### src/rtl/smr_pkg.sv
package smr_pkg;

   typedef enum logic {
      DIR_UP = 1'b0,
      DIR_DN = 1'b1
   } ramp_dir_e;

endpackage

### src/rtl/smr_step_ctrl.sv
module smr_step_ctrl
   import smr_pkg::*;
#(
   parameter int STEPS = 32,
   parameter int HOLD  = 4,
   localparam int POS_W = $clog2(STEPS + 1),
   localparam int CNT_W = $clog2(HOLD)
) (
   input  logic             clk,
   input  logic             rst_n,
   input  logic             stb,
   input  logic             up_req,
   input  logic             dn_req,
   output logic [POS_W-1:0] pos,
   output logic             ramp_busy
);

   localparam logic [POS_W-1:0] POS_MUTE  = POS_W'(STEPS);
   localparam logic [POS_W-1:0] POS_UNITY = '0;
   localparam logic [CNT_W-1:0] CNT_LAST  = CNT_W'(HOLD - 1);

   generate
      if (HOLD < 2) begin : g_bad_hold
         $error("HOLD must be at least 2");
      end
      if (STEPS < 2) begin : g_bad_steps
         $error("STEPS must be at least 2");
      end
   endgenerate

   ramp_dir_e        dir;
   logic [CNT_W-1:0] cnt;
   logic             dn_ok, up_ok, start, hold_done, reach_end;
   logic [POS_W-1:0] pos_nxt;

   always_comb begin
      dn_ok     = dn_req && (pos != POS_MUTE) && !(ramp_busy && dir == DIR_DN);
      up_ok     = !dn_req && up_req && (pos != POS_UNITY) &&
                  !(ramp_busy && dir == DIR_UP);
      start     = dn_ok || up_ok;
      hold_done = (cnt == CNT_LAST);
      pos_nxt   = (dir == DIR_DN) ? pos + POS_W'(1) : pos - POS_W'(1);
      reach_end = (dir == DIR_DN) ? (pos_nxt == POS_MUTE) : (pos_nxt == POS_UNITY);
   end

   always_ff @(posedge clk) begin
      if (!rst_n) begin
         pos       <= POS_MUTE;
         cnt       <= '0;
         dir       <= DIR_UP;
         ramp_busy <= 1'b0;
      end else if (start) begin
         ramp_busy <= 1'b1;
         dir       <= dn_ok ? DIR_DN : DIR_UP;
         cnt       <= '0;
      end else if (ramp_busy && stb) begin
         if (hold_done) begin
            cnt <= '0;
            pos <= pos_nxt;
            if (reach_end) ramp_busy <= 1'b0;
         end else begin
            cnt <= cnt + CNT_W'(1);
         end
      end
   end


   step_on_strobe_chk: assert property (@(posedge clk) disable iff (!rst_n)
      (pos != $past(pos)) |-> $past(stb));


   step_no_jump_chk: assert property (@(posedge clk) disable iff (!rst_n)
      (pos != $past(pos)) |-> ((pos == $past(pos) + POS_W'(1)) ||
                               (pos + POS_W'(1) == $past(pos))));


   end_at_target_chk: assert property (@(posedge clk) disable iff (!rst_n)
      $fell(ramp_busy) |-> ((pos == POS_UNITY) || (pos == POS_MUTE)));


   ignore_at_unity_chk: assert property (@(posedge clk) disable iff (!rst_n)
      (!ramp_busy && pos == POS_UNITY && up_req && !dn_req) |=> !ramp_busy);

endmodule

### src/rtl/smr_gain_rom.sv
module smr_gain_rom #(
   parameter int STEPS  = 32,
   parameter int GAIN_W = 16,
   localparam int POS_W = $clog2(STEPS + 1),
   localparam int IDX_W = $clog2(STEPS)
) (
   input  logic [POS_W-1:0]  pos,
   output logic [GAIN_W-1:0] gain
);

   generate
      if (STEPS != 32 || GAIN_W != 16) begin : g_bad_shape
         $error("cosine table is built for 32 levels of 16 bits");
      end
   endgenerate

   // raised-cosine levels, Q1.15, level 0 = unity
   localparam logic [15:0] COS_TAB [32] = '{
      16'd32768, 16'd32689, 16'd32453, 16'd32063,
      16'd31521, 16'd30833, 16'd30007, 16'd29049,
      16'd27969, 16'd26778, 16'd25486, 16'd24107,
      16'd22654, 16'd21140, 16'd19580, 16'd17990,
      16'd16384, 16'd14778, 16'd13188, 16'd11628,
      16'd10114, 16'd8661,  16'd7282,  16'd5990,
      16'd4799,  16'd3719,  16'd2761,  16'd1935,
      16'd1247,  16'd705,   16'd315,   16'd79
   };

   always_comb begin
      if (pos >= POS_W'(STEPS)) gain = '0;
      else                      gain = GAIN_W'(COS_TAB[pos[IDX_W-1:0]]);
   end

endmodule

### src/rtl/smr_scaler.sv
module smr_scaler #(
   parameter int SAMPLE_W = 24,
   parameter int GAIN_W   = 16,
   localparam int FRAC    = GAIN_W - 1,
   localparam int PW      = SAMPLE_W + GAIN_W + 1
) (
   input  logic                       clk,
   input  logic                       rst_n,
   input  logic                       stb,
   input  logic [GAIN_W-1:0]          gain,
   input  logic signed [SAMPLE_W-1:0] x,
   output logic signed [SAMPLE_W-1:0] y
);

   localparam logic signed [PW-1:0] HALF = PW'(1) <<< (FRAC - 1);
   localparam logic signed [PW-1:0] HI   = (PW'(1) <<< (SAMPLE_W - 1)) - PW'(1);
   localparam logic signed [PW-1:0] LO   = -(PW'(1) <<< (SAMPLE_W - 1));

   logic signed [PW-1:0]       prod, biased, shifted;
   logic signed [SAMPLE_W-1:0] sat;

   always_comb begin
      prod    = PW'(x) * $signed({1'b0, gain});
      biased  = prod + HALF;
      shifted = biased >>> FRAC;
      if (shifted > HI)      sat = HI[SAMPLE_W-1:0];
      else if (shifted < LO) sat = LO[SAMPLE_W-1:0];
      else                   sat = shifted[SAMPLE_W-1:0];
   end

   always_ff @(posedge clk) begin
      if (!rst_n)   y <= '0;
      else if (stb) y <= sat;
   end


   hold_between_chk: assert property (@(posedge clk) disable iff (!rst_n)
      !$past(stb) |-> $stable(y));

endmodule

### src/rtl/soft_mute_ramp.sv
module soft_mute_ramp
   import smr_pkg::*;
#(
   parameter int SAMPLE_W = 24,
   parameter int GAIN_W   = 16,
   parameter int STEPS    = 32,
   parameter int HOLD     = 4
) (
   input  logic                       clk,
   input  logic                       rst_n,
   input  logic                       smp_stb,
   input  logic                       pwr_up_req,
   input  logic                       pwr_dn_req,
   input  logic signed [SAMPLE_W-1:0] left_in,
   input  logic signed [SAMPLE_W-1:0] right_in,
   output logic signed [SAMPLE_W-1:0] left_out,
   output logic signed [SAMPLE_W-1:0] right_out,
   output logic                       muted,
   output logic                       busy
);

   localparam int NCH   = 2;
   localparam int POS_W = $clog2(STEPS + 1);

   logic [POS_W-1:0]           pos;
   logic [GAIN_W-1:0]          gain;
   logic signed [SAMPLE_W-1:0] ch_in  [NCH];
   logic signed [SAMPLE_W-1:0] ch_out [NCH];

   smr_step_ctrl #(.STEPS(STEPS), .HOLD(HOLD)) u_ctrl (
      .clk       (clk),
      .rst_n     (rst_n),
      .stb       (smp_stb),
      .up_req    (pwr_up_req),
      .dn_req    (pwr_dn_req),
      .pos       (pos),
      .ramp_busy (busy)
   );

   smr_gain_rom #(.STEPS(STEPS), .GAIN_W(GAIN_W)) u_rom (
      .pos  (pos),
      .gain (gain)
   );

   assign ch_in[0] = left_in;
   assign ch_in[1] = right_in;

   generate
      for (genvar c = 0; c < NCH; c++) begin : g_ch
         smr_scaler #(.SAMPLE_W(SAMPLE_W), .GAIN_W(GAIN_W)) u_scl (
            .clk   (clk),
            .rst_n (rst_n),
            .stb   (smp_stb),
            .gain  (gain),
            .x     (ch_in[c]),
            .y     (ch_out[c])
         );
      end
   endgenerate

   assign left_out  = ch_out[0];
   assign right_out = ch_out[1];
   assign muted     = (pos == POS_W'(STEPS)) && !busy;


   muted_zero_gain_chk: assert property (@(posedge clk) disable iff (!rst_n)
      muted |-> (gain == '0));


   unity_idle_chk: assert property (@(posedge clk) disable iff (!rst_n)
      (pos == '0) |-> (gain == GAIN_W'(1 << (GAIN_W - 1))));

endmodule

### config.mk
export PLATFORM = sky130hd
export DESIGN_NAME = soft_mute_ramp
export DESIGN_NICKNAME = d
export VERILOG_FILES = /design/src/rtl/smr_pkg.sv /design/src/rtl/smr_step_ctrl.sv /design/src/rtl/smr_gain_rom.sv /design/src/rtl/smr_scaler.sv /design/src/rtl/soft_mute_ramp.sv
export SDC_FILE = /design/constraint.sdc
export NUM_CORES = 2
export LEC_CHECK = 0
export CELL_PAD_IN_SITES_DETAIL_PLACEMENT = 1
export CELL_PAD_IN_SITES_GLOBAL_PLACEMENT = 1
export CORE_ASPECT_RATIO = 1.4
export CORE_MARGIN = 1
export CORE_UTILIZATION = 57
export DETAILED_ROUTE_END_ITERATION = 16
export DONT_BUFFER_PORTS = 1
export PLACE_DENSITY = 0.91
export SYNTH_ARGS = -nofsm -noshare
export SYNTH_HDL_FRONTEND = slang
export SYNTH_SLANG_ARGS = --single-unit
### constraint.sdc
create_clock -name clk -period 26.2 [get_ports clk]
set_input_delay 3.93 -clock clk [delete_from_list [all_inputs] [get_ports clk]]
set_output_delay 3.93 -clock clk [all_outputs]
set_load 0.02 [all_outputs]
==> metrics.md <==
| Metric | Value |
|---|---|
| Outcome | finished, final reports clean |
| DPL Wire Length | 86.9 mm |
| Routing usage on met3 | 0.132 |
| R2R depth | 28 |
| Die height | 285 um |
| Cells traversed along the worst timing path | nand2_1 -> fa_1 -> inv_1 -> fa_1 -> fa_1 -> fa_1 -> fa_1 -> inv_1 -> fa_1 -> inv_1 -> ha_1 -> a21o_1 -> a21o_1 -> a21oi_1 -> o21bai_1 -> a311o_1 -> o21bai_2 -> xnor2_1 -> o22ai_4 -> nand2_2 -> a21oi_2 |
| Total of buffers placed on input and output ports | 0 |
| Post-cts sizing count | 0 |
| Library cell contributing the largest single delay on the critical path | fa_1 |
| Yosys reg bits | 58 |
| Async set-reset flop share out of synthesis | 0 |
| Total routing usage reported by global routing | 0.438 |
| Gp weighted congestion | 0.876 |
| Most common cell after layout, fill and taps aside | inv_1 |
| # IOs | 103 |
| Arrival time reported for the critical path endpoint | 11.32 ns |
| Post-Synthesis Mean Instance Area | 8.79 um2 |
| Post-detailed-route wirelength per cell | 28.2 um |
| GR peak layer | met2 |
| Synthesized instance count | 3703 |
| Type of element capturing the critical path | flop |
| Total Nets Final | 4613 |
| Required time reported for the critical path endpoint | 26.53 ns |
| Antenna Violating Nets Remaining | 0 |
| Count of hold-fix buffers inserted at cts | 0 |
| Clock Tree Buf Depth | 2 |
| DIE AREA | 58100 um2 |
| Synthesis warning total | 0 |
| Crit path top cell by count | fa_1 |
| Core Box Area | 56400 um2 |
| Peak fanout along the critical path | 23 |
| First-pass GRT wire length | 188 mm |
| Via-to-Cell Ratio | 6.27 |
| Area added between synthesis and finish | 2.78% |
| Reported leakage power | 18.1 nW |
| Post-detailed-routing wire length | 121 mm |
| Total non-filler cell area in the finished layout | 33500 um2 |
| Number of core rows | 103 |
| Hold slack final | 0.466 ns |
| Count of vias placed by the detailed router | 27000 |
| Worst-Margin Slew | 1.12 ns |
| Num Clock Sinks | 58 |
| Net count of the mapped netlist | 4759 |
| Most frequent cells in the layout | 960 x inv_1, 753 x fa_1, 510 x and2_1, 310 x nand2_1, 250 x ha_1 |
| Cell area after synthesis | 32600 um2 |
| Yosys cell types | 80 |
| Initial standard-cell utilization of the core | 0.577 |
| Sequential-to-total area share from yosys stat | 0.0357 |
| Share of the clock period used by the worst path after layout | 0.419 |
| Number of synthesized flops with an enable pin | 0 |
| Maximum clock frequency | 91.0 MHz |
| Count of max-cap constraint violations | 0 |
| Power per Cell Area | 7.89 nW/um2 |
| Worst hold path depth | 2 |
| TNS Setup | 0 ns |
| Endpoints failing hold | 0 |
| Fin. max-slew vios | 0 |
| Number of violations reported at the end of detailed-routing iteration 0 | 1908 |
| Number of levels in the clock H-tree | 3 |
| Global Route met1 Usage | 0.426 |
| Worst-skew pair later-pin latency | 0.41 ns |
| Largest net degree at the start of global routing | 57 |
| Setup Crit Path Kind | in2reg |
| Worst Clk Skew | 0.00789 ns |
| # DRC | 0 |
| Critical path launch point type | input port |
| Most instantiated flip-flop cell in the synthesis netlist | dfxtp_1 |
| Type of the most critical hold path | reg2reg |
| Fraction of final layout cells with drive strength greater than 1 | 0.0351 |
| Filler cell count in the final layout | 6568 |
| Unrepaired setup endpoints after global routing | no |
| Tmin final | 10.99 ns |
| Max-slew headroom | 0.252 |
| Total cell area at the placement stage | 33100 um2 |
| Leftover overflow at the end of global routing | 0 |
| Peak supply drop | 0.0253 mV |
| Total clock buffers created by CTS | 9 |
| Worst-path clk slew | 0.06 ns |
| Vias in the first global route | 32700 |
| Die W | 204 um |
| Number of detailed-route iterations in the first pass | 5 |
| Met2 demand-to-capacity share in global routing | 0.741 |
| Final setup violation count | 0 |
| Initial antenna violation count | 4 |
| Crit-path max cell delay | 0.86 ns |
| Root buffer selected by CTS | clkbuf_16 |
| CTS tree | done |
| Post-CTS setup-driven buffer insertion count | 0 |
[layer usage]
layer / vias up / part of all wire
li1: 10600 / -
met1: 13700 / 0.31
met2: 1720 / 0.50
met3: 935 / 0.084
met4: 2 / 0.11
met5: - / 0.00012
[per-stage QoR]
stage                util  instances  worst slack (ns)  power, mW
floorplan               -       3703             15.85      0.117
global placement    0.587       4281             15.50      0.110
detailed placement  0.587       4281             15.13      0.111
CTS                 0.593       4297             15.49      0.261
global route        0.593       4297             14.89      0.266
finish              0.593       4300             15.21      0.264
[worst paths after layout]
kind	end	slack, ns	from
max	g_ch[1].u_scl.y[16]$_SDFFE_PN0P_	15.21	right_in[23]
min	u_ctrl.cnt[1]$_SDFFE_PP0P_	0.47	u_ctrl.cnt[1]$_SDFFE_PP0P_
max reg2reg	g_ch[0].u_scl.y[3]$_SDFFE_PN0P_	15.56	u_ctrl.pos[1]$_SDFFE_PN0P_
min reg2reg	u_ctrl.cnt[1]$_SDFFE_PP0P_	0.47	u_ctrl.cnt[1]$_SDFFE_PP0P_
[critical path, delay by kind of cell]
| family | cells | cell delay, ns |
|---|---|---|
| xor gates and xnor gates | 1 | 0.20 |
| buffers and inverters | 3 | 0.29 |
| adders and majority gates | 7 | 4.19 |
| AOI/OAI and AO/OA | 8 | 2.40 |
| and+or+nand+nor | 2 | 0.27 |
[Yosys cell counts (12+ instances only)]
library cell,instances,area share
and2_1,510,0.098
a21o_1,43,0.0099
nand2_2,20,0.0038
xor2_1,21,0.0056
clkbuf_1,164,0.019
inv_1,960,0.11
nand3_1,24,0.0037
nand4_1,14,0.0027
nor3_1,21,0.0032
a21oi_1,111,0.017
a21oi_2,21,0.0056
xnor2_1,45,0.012
fa_1,753,0.46
nand2_1,310,0.036
dfxtp_1,58,0.036
and3_1,55,0.011
nor2_1,56,0.0065
o21ai_0,86,0.013
nor2b_1,12,0.0023
ha_1,250,0.096
[sequential cells by signal, indices dropped and copies added, names as in the netlist]
signal	flops
u_ctrl.pos	6
u_ctrl.ramp_busy	1
u_ctrl.cnt	2
g_ch.u_scl.y	48
u_ctrl.dir	1
[cell type report]
cell class | instances | area (um2) | area share
Clock buffer | 9 | 225 | 0.00673
Inverter | 961 | 3610 | 0.108
Timing Repair Buffer | 24 | 180 | 0.00538
Antenna cell | 3 | 7.51 | 0.000224
Tap cell | 735 | 920 | 0.0275
Clock inverter | 7 | 125 | 0.00374
Sequential cell | 58 | 1160 | 0.0347
Multi-Input combinational cell | 2503 | 27200 | 0.814
[where the power goes]
part | internal, mW | switching [mW]
Combinational | 0.00393 | 0.00546
Clock | 0.0936 | 0.0612
Sequential | 0.0920 | 0.00785
[kinds of logic (layout without fill, tap and decap cells)]
| kind of cell | after synthesis | count (layout) | share of synthesized area |
|---|---|---|---|
| DFF | 58 | 58 | 0.0357 |
| other | 0 | 3 | 0 |
| adders and majority gates | 1004 | 1004 | 0.559 |
| and+or+nand+nor | 1050 | 1050 | 0.173 |
| xor gates and xnor gates | 66 | 66 | 0.0178 |
| AOI/OAI and AO/OA | 372 | 372 | 0.0756 |
| muxes | 11 | 11 | 0.00496 |
| buffers and inverters | 1142 | 1001 | 0.133 |
Power figures use the tool's default switching activity.
